File: config.mk
export PLATFORM = sky130hd
export DESIGN_NAME = uart_cts_tx
export DESIGN_NICKNAME = d
export VERILOG_FILES = /design/src/rtl/uart_txf_pkg.sv /design/src/rtl/txf_serializer.sv /design/src/rtl/txf_flow_gate.sv /design/src/rtl/txf_line_mux.sv /design/src/rtl/uart_cts_tx.sv
export SDC_FILE = /design/constraint.sdc
export NUM_CORES = 1
export LEC_CHECK = 0
export BUFFER_PORTS_ARGS = -buffer_cell sky130_fd_sc_hd__buf_2
export CORE_UTILIZATION = 55
export CTS_CLUSTER_DIAMETER = 120
export CTS_CLUSTER_SIZE = 12
export DETAILED_ROUTE_END_ITERATION = 16
export GPL_TIMING_DRIVEN = 0
export PLACE_DENSITY = 0.81
export SLEW_MARGIN = 5
export SYNTH_ARGS = -nofsm -noshare
export SYNTH_HDL_FRONTEND = slang
export SYNTH_SLANG_ARGS = --single-unit
export TNS_END_PERCENT = 1
File: constraint.sdc
create_clock -name clk -period 4.75 [get_ports clk]
set_clock_uncertainty 0.2 [all_clocks]
set_input_delay 0.7125 -clock clk [delete_from_list [all_inputs] [get_ports clk]]
set_output_delay 0.7125 -clock clk [all_outputs]
set_load 0.02 [all_outputs]
File: src/rtl/uart_txf_pkg.sv
package uart_txf_pkg;

    typedef enum logic [1:0] {
        TX_IDLE  = 2'd0,
        TX_START = 2'd1,
        TX_DATA  = 2'd2,
        TX_STOP  = 2'd3
    } tx_state_e;

    // Line level driven for a given frame phase.
    function automatic logic line_level(input tx_state_e st, input logic lsb);
        case (st)
            TX_START: return 1'b0;
            TX_DATA:  return lsb;
            default:  return 1'b1;
        endcase
    endfunction

endpackage

File: src/rtl/txf_serializer.sv
module txf_serializer
    import uart_txf_pkg::*;
#(
    parameter int DW  = 8,
    parameter int OVS = 16
) (
    input  logic          clk,
    input  logic          rst,
    input  logic          tick,
    input  logic [DW-1:0] in_data,
    input  logic          in_valid,
    input  logic          go_idle,
    input  logic          go_next,
    output logic          in_ready,
    output logic          mid_stop,
    output logic          ser,
    output tx_state_e     st
);
    localparam int SUBW = (OVS > 1) ? $clog2(OVS) : 1;
    localparam int BITW = (DW > 1) ? $clog2(DW) : 1;
    localparam logic [SUBW-1:0] SUB_LAST = SUBW'(OVS - 1);
    localparam logic [SUBW-1:0] SUB_MID  = SUBW'(OVS / 2 - 1);
    localparam logic [BITW-1:0] BIT_LAST = BITW'(DW - 1);

    logic [SUBW-1:0] sub;
    logic [BITW-1:0] bidx;
    logic [DW-1:0]   sh;
    logic            last_sub;
    logic            accept;

    assign last_sub = (sub == SUB_LAST);

    always_comb begin
        case (st)
            TX_IDLE: in_ready = go_idle;
            TX_STOP: in_ready = tick && last_sub && go_next;
            default: in_ready = 1'b0;
        endcase
    end

    assign accept   = in_valid && in_ready;
    assign mid_stop = (st == TX_STOP) && tick && (sub == SUB_MID);
    assign ser      = line_level(st, sh[0]);

    always_ff @(posedge clk) begin
        if (rst) begin
            st   <= TX_IDLE;
            sub  <= '0;
            bidx <= '0;
            sh   <= '0;
        end else if (accept) begin
            st   <= TX_START;
            sub  <= '0;
            bidx <= '0;
            sh   <= in_data;
        end else if (tick && st != TX_IDLE) begin
            if (last_sub) begin
                sub <= '0;
                case (st)
                    TX_START: st <= TX_DATA;
                    TX_DATA: begin
                        sh <= {1'b0, sh[DW-1:1]};
                        if (bidx == BIT_LAST) begin
                            st <= TX_STOP;
                        end else begin
                            bidx <= bidx + 1'b1;
                        end
                    end
                    default: st <= TX_IDLE;
                endcase
            end else begin
                sub <= sub + 1'b1;
            end
        end
    end
endmodule

File: src/rtl/txf_flow_gate.sv
module txf_flow_gate (
    input  logic clk,
    input  logic rst,
    input  logic cts_n,
    input  logic flow_en,
    input  logic mid_stop,
    input  logic irq_clr,
    output logic go_idle,
    output logic go_next,
    output logic cts_irq
);
    logic cts_q;
    logic grant;

    assign go_idle = !flow_en || !cts_n;
    assign go_next = !flow_en || grant;

    always_ff @(posedge clk) begin
        if (rst) begin
            cts_q   <= cts_n;
            grant   <= 1'b0;
            cts_irq <= 1'b0;
        end else begin
            cts_q <= cts_n;
            if (mid_stop) begin
                grant <= !cts_n;
            end
            if (!flow_en && (cts_n != cts_q)) begin
                cts_irq <= 1'b1;
            end else if (irq_clr) begin
                cts_irq <= 1'b0;
            end
        end
    end
endmodule

File: src/rtl/txf_line_mux.sv
module txf_line_mux (
    input  logic loop_en,
    input  logic ser,
    input  logic rxd_pin,
    output logic txd,
    output logic rx_to_rcv
);
    assign txd       = loop_en ? 1'b1 : ser;
    assign rx_to_rcv = loop_en ? ser  : rxd_pin;
endmodule

File: src/rtl/uart_cts_tx.sv
module uart_cts_tx
    import uart_txf_pkg::*;
#(
    parameter int DW  = 8,
    parameter int OVS = 16
) (
    input  logic          clk,
    input  logic          rst,
    input  logic          baud_tick,
    input  logic [DW-1:0] in_data,
    input  logic          in_valid,
    output logic          in_ready,
    input  logic          cts_n,
    input  logic          flow_en,
    input  logic          loop_en,
    input  logic          irq_clr,
    input  logic          rxd_pin,
    output logic          txd,
    output logic          rx_to_rcv,
    output logic          cts_irq
);
    logic      go_idle;
    logic      go_next;
    logic      mid_stop;
    logic      ser;
    tx_state_e st;

    txf_serializer #(.DW(DW), .OVS(OVS)) u_ser (
        .clk      (clk),
        .rst      (rst),
        .tick     (baud_tick),
        .in_data  (in_data),
        .in_valid (in_valid),
        .go_idle  (go_idle),
        .go_next  (go_next),
        .in_ready (in_ready),
        .mid_stop (mid_stop),
        .ser      (ser),
        .st       (st)
    );

    txf_flow_gate u_gate (
        .clk      (clk),
        .rst      (rst),
        .cts_n    (cts_n),
        .flow_en  (flow_en),
        .mid_stop (mid_stop),
        .irq_clr  (irq_clr),
        .go_idle  (go_idle),
        .go_next  (go_next),
        .cts_irq  (cts_irq)
    );

    txf_line_mux u_mux (
        .loop_en   (loop_en),
        .ser       (ser),
        .rxd_pin   (rxd_pin),
        .txd       (txd),
        .rx_to_rcv (rx_to_rcv)
    );
endmodule

# [After elaboration in Yosys (flattened, before gate mapping)]
# Cells that the tools add are included.
[word_totals] register_bits=20 out_inout_bits=4 elab_cells=58
[classes] add_sub_neg=2 eq_ne=9 mux=16 n_bitwise=1 n_reduce_logical=22
[op_table] operator="$mux W8" n=4
[op_table] operator="$reduce_bool A2 Y1" n=5
[op_table] operator="$reduce_and A3 Y1" n=3
[op_table] operator="$logic_and A1 B1 Y1" n=7
[op_table] operator="$mux W1" n=7
[op_table] operator="$add A4 B1 Y4 const B" n=1
[op_table] operator="$eq A2 B2 Y1 const B" n=2
[op_table] operator="$eq A4 B3 Y1 const B" n=1
[op_table] operator="$eq A4 B4 Y1 const B" n=1
[op_table] operator="$mux W4" n=1
[op_table] operator="$pmux W1 S2" n=2
[op_table] operator="$pmux W2 S2" n=1
[op_table] operator="$reduce_and A4 Y1" n=1
[op_table] operator="$add A3 B1 Y3 const B" n=1
[op_table] operator="$eq A3 B3 Y1 const B" n=1
[op_table] operator="$ne A3 B1 Y1 const B" n=1
[op_table] operator="$eq A2 B1 Y1 const B" n=1
[op_table] operator="$logic_not A1 Y1" n=2
[op_table] operator="$logic_not A2 Y1" n=1
[op_table] operator="$logic_or A1 B1 Y1" n=2
[op_table] operator="$mux W2" n=1
[op_table] operator="$ne A2 B1 Y1 const B" n=1
[op_table] operator="$reduce_or A2 Y1" n=1
[op_table] operator="$ne A1 B1 Y1" n=1
[op_table] operator="$not A1 Y1" n=1

# [Depth between registers and ports, before layout]
[logic_depth] depth_word=7 depth_mapped=7 mapped_depth_nobuf=7

# [Hierarchy]
# From an unflattened synthesis, not the netlist that was laid out.
[hier_totals] hier_cells=121 hier_area_um2=1086.0
[by_module_without_submodules] module="txf_serializer" instances=1 cells_each=109 area_each_um2=958.4
[by_module_without_submodules] module="txf_flow_gate" instances=1 cells_each=10 area_each_um2=106.4
[by_module_without_submodules] module="txf_line_mux" instances=1 cells_each=2 area_each_um2=21.3

# [Worst setup path before layout]
# No wires, ideal clock.
[synth_timing] path_type="flip-flop to output port" start="register u_ser.st[0]" end="output port in_ready" arrival_time_ns=1.354 required_ns=3.838 path_slack_ns=2.484 stages_incl_launch_ff=6 n_path_buf=0 path_cell_list="dfxtp_1 > inv_1 > ha_1 > nand2b_1 > o32a_4 > clkinv_8"
[synth_via] elab_chain_len=2
[synth_rtl] item="from (decl)" line_no="txf_serializer.sv:17" text="output tx_state_e st"
[synth_rtl] item="from (signal assigned)" line_no="txf_serializer.sv:47" text="st <= TX_IDLE;"
[synth_rtl] item="from (signal assigned)" line_no="txf_serializer.sv:52" text="st <= TX_START;"
[synth_rtl] item="from (signal assigned)" line_no="txf_serializer.sv:60" text="TX_START: st <= TX_DATA;"
[synth_rtl] item="$eq A2 B2 Y1 or $logic_not A2 Y1 (tied branches)" line_no="txf_serializer.sv:34" text="case (st)"
[synth_rtl] item="$pmux W1 S2 *" line_no="txf_serializer.sv:34"
[synth_rtl] item="to (decl)" line_no="uart_cts_tx.sv:12" text="output logic in_ready,"
# Mark *: on every way between the ends. The rest lies on a longest branch, timed or not.

# [Worst setup path after layout]
# Same ends and word-level chain as after synthesis.

==> metrics.txt <==
die area 2220 um2; die width 47.1 um; max_cap viols 0; Gate power share 22.6%; Skew-Pair Late Insertion Delay 0.30 ns; post-place setup slack 2.19 ns; grt ovf 0; Netlist cell types 33; vias per std cell 5.38; setup_tns 0 ns; Post-synth top cells 20 x dfxtp_1, 17 x nor2_1, 12 x mux2i_1, 7 x a221oi_2, 7 x ha_1; router iterations before antenna repair 3; Global Route Usage Sum 22.5%; CP Launch Point u_ser.st[0]; Yosys top cell by area dfxtp_1; 1st-iter DRT viols 8; area occupied by multi-input gates 666 um2; port buffer count 20; final setup margin 1.91 ns; CTS sink count 20; Startpoint Class flip-flop; internal power 0.000239 W; first-pass GRT wire length 3.46 mm; DRC Markers 0; post-synthesis sequential area ratio 35.8%; synthesized flop and latch total 20; cts-stage hold buffer count 0; Post-synth EDFFs 0; final RePlAce weighted congestion 0.788; Arr. time, crit path 1.93 ns; PostCTS Resize Cnt 0; Post-synth ARST share 0%; share of the synthesized area in the top cell type 35.8%; ys flop type dfxtp_1; Syn Area/Cell 9.82 um2; Critical Path Fanout Max 10; Routed Antenna Nets 0; Avg WL per Cell 12.5 um; Cell Pwr Density 265 nW/um2; Layout area overhead 13.7%; FF/Latch Area 400 um2; Core Area 1820 um2; CTS tree done; P_sw 0.0000982 W; # setup viols final 0; DP Wirelength 1.61 mm; Reg clk slew, reported paths 0.10 ns; H-Tree Depth 1; Clock Path Buffers 2; Critical Path Sink Type primary output; gr busiest metal met2; share of cells above drive strength 1 27.0%; Clock Power Share 22.9%; Mapped Cells 114; Via Count 871; post-CTS setup buffers 0; Syn Nets 138; root buf cell clkbuf_4; row cnt 15; relative slew slack 61.8%; min-delay src u_ser.sub[1]; Hold WC Path Type reg2reg; sw frac 29.1%; top post-synthesis cells by area dfxtp_1 36%, mux2i_1 11%, a221oi_2 9.4%; worst-case vdd ir drop 0.179 mV; Ports 21; Slew Limit Fails 0; M3 GR Usage 4.62%; Netlist Area Pre-Place 1120 um2; run status completed; Slew @ Worst Pin 0.573 ns; critical path required time 3.84 ns; DRT Wirelength 2.03 mm; fmax 0.352 GHz; Initial Util 61.5%; reg2reg start u_ser.st[0]; power after layout 0.000337 W; Ant. Diodes 0; TritonCTS buffer count 3; vias in the first global route 828; warnings from Yosys 0; antenna violations before repair 0; Flop pwr share 54.5%; period utilization 59.8%; # fillers 156; WS Path Type reg2out; routing usage on met1 26.4%; final hold vios 0; minimum clock period 2.84 ns; Die H 47.1 um; count leader, synth dfxtp_1; final net count 163; cell leakage power 0.516 nW; M2 GR Usage 39.2%; RSZ-0062 raised after global routing false; largest net degree at the start of global routing 11
[final cells by class]
| type | instances | share of cell area, % |
|---|---|---|
| buffer | 2 | 0.884 |
| clock buffer | 3 | 1.77 |
| inverter | 8 | 3.34 |
| multi-input combinational | 84 | 52.3 |
| sequential | 20 | 31.4 |
| tap | 25 | 2.46 |
| timing repair buffer | 20 | 7.86 |
[per-stage QoR]
stage / utilization (%) / cell area [um2] / std cells / hold slack, ns
floorplan: - / 1120 / 114 / 0.265
global placement: 68.7 / 1250 / 159 / 0.261
detailed placement: 68.7 / 1250 / 159 / 0.287
CTS: 70.0 / 1270 / 162 / 0.312
global route: 70.0 / 1270 / 162 / 0.340
finish: 70.0 / 1270 / 162 / 0.309
[cells in the final DEF (no fill, tap or decap), types with 3 or more instances in the layout]
cell	n
mux2i_1	12
clkbuf_4	3
a221oi_2	7
inv_1	6
a21oi_1	6
dfxtp_1	20
nor2_1	17
nand3_1	3
ha_1	7
buf_2	20
nand2_1	5
nand2b_1	4
[worst max-delay path: stages, from the launching register on]
cell      delay (ns)
dfxtp_1         0.40
inv_1           0.08
ha_1            0.32
nand2b_1        0.16
o32a_4          0.40
clkinv_8        0.10
buf_2           0.17
[state kept, by name, indices dropped and copies added (netlist names)]
signal / cells
u_ser.sub: 4
u_gate.grant: 1
u_gate.cts_irq: 1
u_gate.cts_q: 1
u_ser.bidx: 3
u_ser.st: 2
u_ser.sh: 8
[routing by layer]
| layer | routed length, um | vias to the layer above | share of wire [%] |
|---|---|---|---|
| met5 | 0 | - | 0 |
| met4 | 25 | 0 | 1.2 |
| met3 | 48 | 4 | 2.4 |
| met2 | 1020 | 12 | 50 |
| met1 | 931 | 403 | 46 |
| li1 | - | 452 | - |
[kinds of logic after synthesis]
kind of cell / share of synthesized area [%]
flops: 35.8
simple gates: 20.1
buf+inv: 4.80
mux: 10.7
fa+ha+maj: 7.82
compound gates: 18.4
xor+xnor: 2.35
[power groups by stage]
stage | clock (W) | combinational, W | sequential (W)
3_3_place_gp | 0 | 0.0000740 | 0.000187
3_5_place_dp | 0 | 0.0000767 | 0.000188
5_1_grt | 0.0000871 | 0.0000838 | 0.000185
6_report | 0.0000772 | 0.0000762 | 0.000184
2_1_floorplan | 0 | 0.0000561 | 0.000187
4_1_cts | 0.0000815 | 0.0000768 | 0.000184
[final timing paths]
check,to,slack [ns],depth (start not counted)
max reg2reg,u_ser.sh[4],2.64,7
max,in_ready,1.91,6
min,u_ser.sub[1],0.31,2
min reg2reg,u_ser.sub[1],0.31,2
No activity file was read; power rests on OpenSTA's default activity.
